===== config.mk =====
export PLATFORM = sky130hd
export DESIGN_NAME = rtcIdxCore
export DESIGN_NICKNAME = d
export VERILOG_FILES = /design/src/rtl/rtcIdxPkg.sv /design/src/rtl/rtcIdxCtrl.sv /design/src/rtl/rtcIdxDatapath.sv /design/src/rtl/rtcIdxCore.sv
export SDC_FILE = /design/constraint.sdc
export NUM_CORES = 1
export LEC_CHECK = 0
export BUFFER_PORTS_ARGS = -buffer_cell sky130_fd_sc_hd__buf_2
export CORE_MARGIN = 2
export CORE_UTILIZATION = 25
export DETAILED_ROUTE_END_ITERATION = 6
export PLACE_DENSITY_LB_ADDON = 0.08
export SYNTH_ARGS = -nofsm -noshare
export SYNTH_HDL_FRONTEND = slang
export SYNTH_SLANG_ARGS = --single-unit

===== constraint.sdc =====
create_clock -name clk -period 7 [get_ports clk]
set_input_delay 1.4 -clock clk [delete_from_list [all_inputs] [get_ports clk]]
set_output_delay 1.4 -clock clk [all_outputs]
set_load 0.005 [all_outputs]

===== src/rtl/rtcIdxPkg.sv =====
package rtcIdxPkg;
  localparam int FIELD_W = 7;
  localparam int NUM_FIELDS = 6;

  localparam int IX_SEC  = 0;
  localparam int IX_MIN  = 1;
  localparam int IX_HOUR = 2;
  localparam int IX_DAY  = 3;
  localparam int IX_MON  = 4;
  localparam int IX_YEAR = 5;

  localparam logic [7:0] IDX_SEC  = 8'h00;
  localparam logic [7:0] IDX_MIN  = 8'h02;
  localparam logic [7:0] IDX_HOUR = 8'h04;
  localparam logic [7:0] IDX_DAY  = 8'h07;
  localparam logic [7:0] IDX_MON  = 8'h08;
  localparam logic [7:0] IDX_YEAR = 8'h09;
  localparam logic [7:0] IDX_RATE = 8'h0A;
  localparam logic [7:0] IDX_CTL  = 8'h0B;

  typedef enum logic [2:0] {
    FLD_SEC, FLD_MIN, FLD_HOUR, FLD_DAY, FLD_MON, FLD_YEAR, FLD_NONE
  } fieldSel_e;

  // strobes from control to datapath
  typedef struct packed {
    logic      advance;
    logic      wrEn;
    fieldSel_e wrField;
    fieldSel_e rdField;
    logic      binMode;
  } dpStrobe_t;

  typedef struct packed {
    logic [FIELD_W-1:0] sec;
    logic [FIELD_W-1:0] min;
    logic [FIELD_W-1:0] hour;
    logic [FIELD_W-1:0] day;
    logic [FIELD_W-1:0] mon;
    logic [FIELD_W-1:0] year;
  } calTime_t;

  function automatic fieldSel_e indexToField(input logic [7:0] idx);
    case (idx)
      IDX_SEC:  return FLD_SEC;
      IDX_MIN:  return FLD_MIN;
      IDX_HOUR: return FLD_HOUR;
      IDX_DAY:  return FLD_DAY;
      IDX_MON:  return FLD_MON;
      IDX_YEAR: return FLD_YEAR;
      default:  return FLD_NONE;
    endcase
  endfunction

  function automatic logic [FIELD_W-1:0] daysIn(input logic [FIELD_W-1:0] mon,
                                                 input logic [FIELD_W-1:0] year);
    case (mon)
      7'd2:                      return (year[1:0] == 2'b00) ? 7'd29 : 7'd28;
      7'd4, 7'd6, 7'd9, 7'd11:   return 7'd30;
      default:                   return 7'd31;
    endcase
  endfunction
endpackage


===== src/rtl/rtcIdxCtrl.sv =====
module rtcIdxCtrl
  import rtcIdxPkg::*;
#(
  parameter int TICKS_PER_SEC = 16,
  parameter int UIP_LEAD      = 2
) (
  input  logic      clk,
  input  logic      rstN,
  input  logic      tickIn,
  input  logic      selWr,
  input  logic      dataWr,
  input  logic [7:0] wrData,
  input  logic [7:0] timeRd,
  output dpStrobe_t strobe,
  output logic [7:0] rdData,
  output logic      uipFlag,
  output logic      setBit,
  output logic      divHold
);
  localparam int PW = $clog2(TICKS_PER_SEC);
  localparam logic [PW-1:0] LAST_V  = PW'(TICKS_PER_SEC - 1);
  localparam logic [PW-1:0] HALF_V  = PW'(TICKS_PER_SEC / 2);
  localparam logic [PW-1:0] START_V = PW'(TICKS_PER_SEC - UIP_LEAD);

  logic [7:0]    idxQ;
  logic          setQ, binQ;
  logic [1:0]    divSelQ;
  logic [4:0]    rateQ;
  logic [PW-1:0] prescQ;
  logic          running;
  fieldSel_e     selField;

  assign divHold  = (divSelQ == 2'b11);
  assign setBit   = setQ;
  assign running  = !setQ && !divHold;
  assign uipFlag  = running && (prescQ >= START_V);
  assign selField = indexToField(idxQ);

  always_ff @(posedge clk) begin
    if (!rstN) begin
      idxQ    <= 8'h00;
      setQ    <= 1'b0;
      binQ    <= 1'b0;
      divSelQ <= 2'b00;
      rateQ   <= 5'd0;
    end else begin
      if (selWr) idxQ <= wrData;
      if (dataWr && idxQ == IDX_CTL) begin
        setQ <= wrData[7];
        binQ <= wrData[2];
      end
      if (dataWr && idxQ == IDX_RATE) begin
        divSelQ <= wrData[6:5];
        rateQ   <= wrData[4:0];
      end
    end
  end

  // prescaler: held at the half-second point while the divider is in reset
  always_ff @(posedge clk) begin
    if (!rstN)        prescQ <= '0;
    else if (divHold) prescQ <= HALF_V;
    else if (tickIn)  prescQ <= (prescQ == LAST_V) ? '0 : prescQ + 1'b1;
  end

  always_comb begin
    strobe.advance = tickIn && running && (prescQ == LAST_V);
    strobe.wrEn    = dataWr;
    strobe.wrField = selField;
    strobe.rdField = selField;
    strobe.binMode = binQ;
  end

  always_comb begin
    case (idxQ)
      IDX_CTL:  rdData = {setQ, 4'b0000, binQ, 2'b00};
      IDX_RATE: rdData = {uipFlag, divSelQ, rateQ};
      default:  rdData = (selField != FLD_NONE) ? timeRd : 8'h00;
    endcase
  end
endmodule


===== src/rtl/rtcIdxDatapath.sv =====
module rtcIdxDatapath
  import rtcIdxPkg::*;
(
  input  logic       clk,
  input  logic       rstN,
  input  dpStrobe_t  strobe,
  input  logic [7:0] wrData,
  output logic [7:0] timeRd,
  output calTime_t   timeNow
);
  logic [FIELD_W-1:0] fieldQ [NUM_FIELDS];
  logic [FIELD_W-1:0] nextV  [NUM_FIELDS];
  logic [7:0]         bcdSum;
  logic [FIELD_W-1:0] wrBin;
  logic [FIELD_W-1:0] rdVal, tens, ones;

  assign bcdSum = 8'(wrData[7:4]) * 8'd10 + 8'(wrData[3:0]);
  assign wrBin  = strobe.binMode ? wrData[6:0] : bcdSum[6:0];

  // calendar carry chain
  always_comb begin
    for (int i = 0; i < NUM_FIELDS; i++) nextV[i] = fieldQ[i];
    if (strobe.advance) begin
      if (fieldQ[IX_SEC] != 7'd59) nextV[IX_SEC] = fieldQ[IX_SEC] + 7'd1;
      else begin
        nextV[IX_SEC] = 7'd0;
        if (fieldQ[IX_MIN] != 7'd59) nextV[IX_MIN] = fieldQ[IX_MIN] + 7'd1;
        else begin
          nextV[IX_MIN] = 7'd0;
          if (fieldQ[IX_HOUR] != 7'd23) nextV[IX_HOUR] = fieldQ[IX_HOUR] + 7'd1;
          else begin
            nextV[IX_HOUR] = 7'd0;
            if (fieldQ[IX_DAY] < daysIn(fieldQ[IX_MON], fieldQ[IX_YEAR]))
              nextV[IX_DAY] = fieldQ[IX_DAY] + 7'd1;
            else begin
              nextV[IX_DAY] = 7'd1;
              if (fieldQ[IX_MON] < 7'd12) nextV[IX_MON] = fieldQ[IX_MON] + 7'd1;
              else begin
                nextV[IX_MON]  = 7'd1;
                nextV[IX_YEAR] = (fieldQ[IX_YEAR] == 7'd99) ? 7'd0 : fieldQ[IX_YEAR] + 7'd1;
              end
            end
          end
        end
      end
    end
  end

  // one register per field; a data write overrides that field's advance
  for (genvar f = 0; f < NUM_FIELDS; f++) begin : g_field
    localparam logic [FIELD_W-1:0] RST_V =
      (f == IX_DAY || f == IX_MON) ? 7'd1 : 7'd0;
    always_ff @(posedge clk) begin
      if (!rstN) fieldQ[f] <= RST_V;
      else if (strobe.wrEn && strobe.wrField == fieldSel_e'(f)) fieldQ[f] <= wrBin;
      else fieldQ[f] <= nextV[f];
    end
  end

  always_comb begin
    case (strobe.rdField)
      FLD_SEC:  rdVal = fieldQ[IX_SEC];
      FLD_MIN:  rdVal = fieldQ[IX_MIN];
      FLD_HOUR: rdVal = fieldQ[IX_HOUR];
      FLD_DAY:  rdVal = fieldQ[IX_DAY];
      FLD_MON:  rdVal = fieldQ[IX_MON];
      FLD_YEAR: rdVal = fieldQ[IX_YEAR];
      default:  rdVal = 7'd0;
    endcase
  end

  assign tens   = rdVal / 7'd10;
  assign ones   = rdVal % 7'd10;
  assign timeRd = strobe.binMode ? {1'b0, rdVal} : {tens[3:0], ones[3:0]};

  always_comb begin
    timeNow.sec  = fieldQ[IX_SEC];
    timeNow.min  = fieldQ[IX_MIN];
    timeNow.hour = fieldQ[IX_HOUR];
    timeNow.day  = fieldQ[IX_DAY];
    timeNow.mon  = fieldQ[IX_MON];
    timeNow.year = fieldQ[IX_YEAR];
  end
endmodule


===== src/rtl/rtcIdxCore.sv =====
module rtcIdxCore
  import rtcIdxPkg::*;
#(
  parameter int TICKS_PER_SEC = 16,
  parameter int UIP_LEAD      = 2
) (
  input  logic       clk,
  input  logic       rstN,
  input  logic       tickIn,
  input  logic       selWr,
  input  logic       dataWr,
  input  logic [7:0] wrData,
  output logic [7:0] rdData
);
  dpStrobe_t  strobe;
  calTime_t   timeNow;
  logic [7:0] timeRd;
  logic       uipFlag, setBit, divHold;

  rtcIdxCtrl #(.TICKS_PER_SEC(TICKS_PER_SEC), .UIP_LEAD(UIP_LEAD)) u_ctrl (
    .clk(clk), .rstN(rstN), .tickIn(tickIn), .selWr(selWr), .dataWr(dataWr),
    .wrData(wrData), .timeRd(timeRd), .strobe(strobe), .rdData(rdData),
    .uipFlag(uipFlag), .setBit(setBit), .divHold(divHold)
  );

  rtcIdxDatapath u_dp (
    .clk(clk), .rstN(rstN), .strobe(strobe), .wrData(wrData),
    .timeRd(timeRd), .timeNow(timeNow)
  );
endmodule


==> results_dict.tcl, run 1 <==
set metrics [dict create \
    antenna_cells 0 \
    tightest_slew_ns 1.190 \
    syn-instance-count 561 \
    layout.nets 608 \
    dieHeight_um 143.7 \
    gp_congestion 0.8091 \
    drive_gt1_frac 0.1075 \
    vdd_drop_max_uv 112.0 \
    yosysWarnings 0 \
    rsz0062_at_grt "no" \
    ys_ff_latch 63 \
    cts_buffer_depth 2 \
    grt_usage 0.1538 \
    critPathMaxFanout 14 \
    place_ws_ns 1.122 \
    comb_power_share 0.220 \
    status "finished clean" \
    slowest_stage "or4_4" \
    crit_arrival_ns 4.86 \
    synthFlopType "edfxtp_1" \
    setup_slack_ns 0.7373 \
    rows 51 \
    hold_viol 0 \
    numCtsBuffers 9 \
    post_cts_buffers 0 \
    synth_area_per_cell_um2 8.700 \
    switching_power_mw 0.3716 \
    ant_nets 0 \
    dr.pass1.iters 5 \
    synth_nets 597 \
    synthToLayoutAreaGrowth_pct 13.33 \
    cts_resized 0 \
    synth_edf_count 42 \
    fin_crit_ns 6.263 \
    maxCapViolations 0 \
    portBuffers 20 \
    endpoint_kind "primary output" \
    multiInputGateArea_um2 3019 \
    dp_cells 826 \
    crit_chain "or4_4 -> nor2_1 -> o21ai_0 -> ha_1 -> or3_1 -> nor2_1 -> a32o_1 -> a311oi_2 -> buf_4 -> and2_1 -> a32o_1 -> a211oi_2 -> nor2_1 -> xnor2_1 -> ha_1 -> o221a_4 -> mux2i_1 -> o211ai_2 -> buf_2" \
    dr.first_iter.drc_count 262 \
    cp-endpoint "rdData[2]" \
    min_path_cells 2 \
    cts_htree_levels 3 \
    die_area_um2 20660 \
    clk_pin_slew_worst_paths_ns 0.06 \
    totalPowerFinal_mw 1.168 \
    ff_latch_area_um2 1682 \
    required_ns 5.60 \
    r2r_end "u_dp.fieldQ[2][6]$_DFFE_PP_" \
    initial_core_util 0.2524 \
    p_seq_frac 0.397 \
    whs_ns 0.4810 \
    fillers 2073 \
    clk_latency_ns 0.35 \
    grt-ovfl-total 0 \
    final_cells 842 \
    dpl.hpwl_um 11290 \
    rr_worst_depth 7 \
    cts_tree "done" \
    p_leak_nw 1.982 \
    worstHoldPathType "flip-flop to flip-flop" \
    wl_um 15190 \
    setup_viol 0 \
    cts_sinks 63 \
    intPower_mw 0.7966 \
    crit_top_cell "nor2_1" \
    wl_per_cell_um 18.04 \
    grt_pass1_wl_um 23600 \
    via_per_inst 5.141 \
    clock_power_share 0.384 \
    max_freq_mhz 159.7 \
    switching_share 0.3181 \
    synth_area_um2 4881 \
    ys_types 71 \
    cp_slowest_stage_delay_ns 0.66 \
    crit_start "u_ctrl.idxQ[7]$_SDFFE_PN0P_" \
    grt_pass1_vias 4101 \
    grt_start_max_net_pins 48 \
    cts.root.buffer_cell "clkbuf_16" \
    holdBufCountCts 0 \
    reg2reg_slack_ns 3.71 \
    crit_type "flip-flop to primary output" \
    skew_ns 0.01141 \
    max-slew-margin-rel 0.1841 \
    die_x_um 143.7 \
    io_pins 21 \
    final-max-slew-violation-count 0 \
    ys_async_sr_fraction 0 \
    power_density_nw_per_um2 211.2 \
    via_count 4329 \
    core_area_um2 19330 \
    tns_ns 0 \
    drc_errors 0 \
    ys_seq_area_frac 0.3445 \
    start_kind "flip-flop" \
    timing.rr.start "u_ctrl.idxQ[7]$_SDFFE_PN0P_" \
    antenna_found_initial 0 \
    period_share 0.8947 \
]
-- critical path, delay by kind of cell (launching register included) --
| family | cells | cell delay [ns] |
|---|---|---|
| AOI/OAI and AO/OA | 7 | 1.11 |
| xor gates and xnor gates | 1 | 0.16 |
| adders and majority gates | 2 | 0.57 |
| buffers and inverters | 2 | 0.35 |
| DFF | 1 | 0.34 |
| muxes | 1 | 0.24 |
| and+or+nand+nor | 6 | 1.73 |
-- power by group through the flow --
stage | clock [mW] | combinational, mW | sequential (mW)
2_1_floorplan | 0 | 0.189 | 0.452
3_3_place_gp | 0 | 0.260 | 0.471
3_5_place_dp | 0 | 0.258 | 0.471
4_1_cts | 0.464 | 0.259 | 0.463
5_1_grt | 0.477 | 0.284 | 0.468
6_report | 0.448 | 0.257 | 0.463
-- stage by stage --
step,util,cell area (µm²)
2_1_floorplan,-,4881
3_3_place_gp,0.2711,5241
3_5_place_dp,0.2711,5241
4_1_cts,0.2861,5532
5_1_grt,0.2861,5532
6_report,0.2861,5532
-- placed cells by master, fill, tap and decap left out, types with 17 or more instances in the layout --
master,netlist,routed
nand2_1,62,62
nand3_1,49,49
edfxtp_1,42,42
nor2_1,39,39
a21oi_1,24,24
o22ai_1,24,24
o21ai_0,23,23
ha_1,21,21
dfxtp_1,21,21
nor2b_1,20,20
buf_2,3,20
mux2i_1,17,17
-- cell families (layout without fill, tap and decap cells) --
logic type                 Yosys count  in the layout  synth area share
and+or+nand+nor                    249            249            0.2684
AOI/OAI and AO/OA                  135            135            0.1953
DFF                                 63             63            0.3445
buffers and inverters               42             58           0.03691
xor gates and xnor gates            31             31           0.05563
adders and majority gates           23             23           0.06204
muxes                               18             18           0.03717
-- area by class of cell --
type / instances / area share
Inverter: 15 / 0.01018
Sequential cell: 63 / 0.3040
Tap cell: 265 / 0.05994
Multi-Input combinational cell: 456 / 0.5458
Timing Repair Buffer: 27 / 0.02760
Clock inverter: 6 / 0.01108
Clock buffer: 10 / 0.04139
-- sequential cells by signal, summed over array words and instances, names as in the netlist --
name	count
u_ctrl.prescQ	4
u_ctrl.setBit	1
u_ctrl.idxQ	8
u_ctrl.divSelQ	2
u_dp.fieldQ	42
u_ctrl.binQ	1
u_ctrl.rateQ	5
-- how the worst min path moves through the flow --
stage | startpoint | endpoint | slack, ns
after detailed placement | u_ctrl.rateQ[3]$_SDFFE_PN0P_ | u_ctrl.rateQ[3]$_SDFFE_PN0P_ | 0.47
after global placement | u_ctrl.rateQ[3]$_SDFFE_PN0P_ | u_ctrl.rateQ[3]$_SDFFE_PN0P_ | 0.46
final | u_ctrl.rateQ[3]$_SDFFE_PN0P_ | u_ctrl.rateQ[3]$_SDFFE_PN0P_ | 0.48
after floorplan | u_ctrl.rateQ[4]$_SDFFE_PN0P_ | u_ctrl.rateQ[4]$_SDFFE_PN0P_ | 0.44
after global routing | u_ctrl.rateQ[3]$_SDFFE_PN0P_ | u_ctrl.rateQ[3]$_SDFFE_PN0P_ | 0.51
after CTS | u_ctrl.rateQ[3]$_SDFFE_PN0P_ | u_ctrl.rateQ[3]$_SDFFE_PN0P_ | 0.48
-- cell usage after synthesis, types with 4 or more instances --
library cell	instances	area (µm²)
nor2_1	39	146.4
a32o_1	4	40.04
nor2b_1	20	125.1
or3_1	6	37.54
inv_1	15	56.30
clkbuf_1	21	78.83
a22o_1	9	78.83
nand4_1	7	43.79
nor3_1	13	65.06
nand2_1	62	232.7
a21boi_0	9	67.56
or2_2	4	25.02
dfxtp_1	21	420.4
nand3_1	49	245.2
and3_1	7	43.79
a21oi_1	24	120.1
edfxtp_1	42	1261
and2_1	11	68.82
nand2b_1	5	31.28
mux2i_1	17	170.2
xor2_1	16	140.1
o22ai_1	24	150.1
o211ai_1	7	52.55
o21ai_0	23	115.1
ha_1	21	262.8
xnor2_1	15	131.4
a21o_1	4	30.03
-- per-layer routing --
metal | wire length, µm | GRT usage
met1 | 7378 | 0.2072
met2 | 7023 | 0.2426
met3 | 421 | 0.02399
met4 | 367 | 0.06863
met5 | 0 | 0
(Power assumes the default switching activity.)
==> run 2: changes to the inputs <==
--- a/config.mk
+++ b/config.mk
@@ -6,6 +6,7 @@
 export NUM_CORES = 1
 export LEC_CHECK = 0
 export BUFFER_PORTS_ARGS = -buffer_cell sky130_fd_sc_hd__buf_2
+export CORE_ASPECT_RATIO = 1.4
 export CORE_MARGIN = 2
 export CORE_UTILIZATION = 25
 export DETAILED_ROUTE_END_ITERATION = 6
==> results_dict.tcl, run 2 (synthesis gave the netlist of run 1 again) <==
set metrics [dict create \
    intPower_mw 0.8398 \
    cts_tree "done" \
    required_ns 5.60 \
    timing.rr.start "u_ctrl.idxQ[7]$_SDFFE_PN0P_" \
    setup_slack_ns 0.7368 \
    initial_core_util 0.2540 \
    layout.nets 610 \
    largest-register "u_dp.fieldQ" \
    tns_ns 0 \
    period_share 0.8947 \
    power_density_nw_per_um2 220.3 \
    die_area_um2 20670 \
    post_cts_buffers 0 \
    numCtsBuffers 9 \
    via_count 4304 \
    p_seq_frac 0.380 \
    skew_ns 0.007007 \
    max_freq_mhz 159.7 \
    wl_um 15760 \
    whs_ns 0.4708 \
    r2r_end "u_dp.fieldQ[4][2]$_SDFFCE_PN0P_" \
    grt_pass1_vias 4300 \
    largest_reg_flops 42 \
    cts_sinks 63 \
    layout_common_cells "nand2_1, nand3_1, edfxtp_1" \
    start_kind "flip-flop" \
    holdBufCountCts 0 \
    dr.first_iter.drc_count 258 \
    drc_errors 0 \
    grt-ovfl-total 0 \
    core_area_um2 19220 \
    ant_nets 0 \
    cp_top_family "simple AND/OR/NAND/NOR gates" \
    comb_power_share 0.216 \
    totalPowerFinal_mw 1.223 \
    fillers 2128 \
    crit_top_cell "nor2_1" \
    hold_viol 0 \
    antenna_found_initial 0 \
    dpl_cell_area_um2 5235 \
    reg2reg_slack_ns 3.74 \
    crit_type "flip-flop to primary output" \
    slowest_stage "or4_4" \
    final_core_util 0.2888 \
    cp_slowest_stage_delay_ns 0.66 \
    cp_num_buf_inv 2 \
    switching_power_mw 0.3831 \
    p_leak_nw 2.003 \
    min_to "u_ctrl.rateQ[2]$_SDFFE_PN0P_" \
    die_x_um 122.1 \
    rr_worst_depth 7 \
    cts.root.buffer_cell "clkbuf_16" \
    switching_share 0.3133 \
    grt_usage 0.1621 \
    via_per_inst 5.204 \
    dpl.hpwl_um 11840 \
    status "finished clean" \
    hp-start "u_ctrl.rateQ[2]$_SDFFE_PN0P_" \
    drive_gt1_frac 0.1088 \
    vdd_drop_max_uv 74.20 \
    gp_congestion 0.8059 \
    place_ws_ns 1.105 \
    rsz0062_at_grt "no" \
    dr.pass1.iters 4 \
    max-slew-margin-rel 0.2088 \
    setup_viol 0 \
    antenna_cells 0 \
    crit_arrival_ns 4.86 \
    final_common_cell "nand2_1" \
    dp_cells 811 \
    portBuffers 20 \
    endpoint_kind "primary output" \
    clk_latency_ns 0.35 \
    rows 60 \
    dieHeight_um 169.3 \
    io_pins 21 \
    reg_top3 "u_dp.fieldQ: 42 flops, u_ctrl.idxQ: 8 flops, u_ctrl.rateQ: 5 flops" \
    worstHoldPathType "flip-flop to flip-flop" \
    final_area_um2 5550 \
    crit_chain "or4_4 -> nor2_1 -> o21ai_0 -> ha_1 -> or3_1 -> nor2_1 -> a32o_1 -> a311oi_2 -> buf_4 -> nor2_1 -> nor3_1 -> a211oi_2 -> nor2_1 -> xnor2_1 -> ha_1 -> o221a_4 -> mux2i_1 -> o211ai_2 -> buf_2" \
    wl_per_cell_um 19.06 \
    final-max-slew-violation-count 0 \
    final_cells 827 \
    grt_pass1_wl_um 25140 \
    synthToLayoutAreaGrowth_pct 13.71 \
    grt_start_max_net_pins 48 \
    clock_power_share 0.403 \
    cts_htree_levels 3 \
    critPathMaxFanout 14 \
    cts_buffer_depth 2 \
    maxCapViolations 0 \
    min_path_cells 2 \
    cts_resized 0 \
    tightest_slew_ns 1.154 \
    fin_crit_ns 6.263 \
    clk_pin_slew_worst_paths_ns 0.06 \
]
[run 2: changes by cell type in the layout (fill, tap and decap cells not counted)]
cell        change
clkbuf_1        +1
clkinv_4        +1
buf_4           +2
clkinvlp_4      -1
bufinv_16       +1
clkinv_2        -2
[run 2: power by group through the flow]
stage / logic [mW] / clock network (mW) / registers (mW)
after global routing: 0.294 / 0.515 / 0.470
after CTS: 0.268 / 0.504 / 0.465
after floorplan: 0.189 / 0 / 0.452
final: 0.265 / 0.493 / 0.465
after detailed placement: 0.267 / 0 / 0.473
after global placement: 0.267 / 0 / 0.473
[run 2: worst register-to-register path: stages, from the launching register on]
cell and delay (ns):
dfxtp_1 0.34, or4_4 0.66, nor2_1 0.22, o21ai_0 0.12, ha_1 0.35, nor3_1 0.40, nand3_1 0.40, nand3_1 0.43
[run 2: cell type report]
cell class / count / area [µm²] / share of cell area
Tap cell: 248 / 310.3 / 0.05591
Timing Repair Buffer: 29 / 167.7 / 0.03021
Clock inverter: 5 / 82.58 / 0.01488
Multi-Input combinational cell: 456 / 3019 / 0.5440
Sequential cell: 63 / 1682 / 0.3030
Inverter: 15 / 56.30 / 0.01014
Clock buffer: 11 / 232.7 / 0.04193
[run 2: how the worst max path moves through the flow]
stage,start,end,cells after the start
floorplan,u_ctrl.idxQ[7]$_SDFFE_PN0P_,rdData[4],19
global placement,u_ctrl.idxQ[7]$_SDFFE_PN0P_,rdData[2],19
detailed placement,u_ctrl.idxQ[7]$_SDFFE_PN0P_,rdData[2],18
CTS,u_ctrl.idxQ[7]$_SDFFE_PN0P_,rdData[2],18
global route,u_ctrl.idxQ[3]$_SDFFE_PN0P_,rdData[2],18
finish,u_ctrl.idxQ[7]$_SDFFE_PN0P_,rdData[2],19
[run 2: metal layers]
layer / wire [µm] / vias up / global-route usage
met2: 8098 / 88 / 0.2852
met1: 6780 / 2079 / 0.2019
met3: 582 / 16 / 0.01747
li1: - / 2121 / -
met4: 303 / 0 / 0.06047
met5: 0 / - / 0
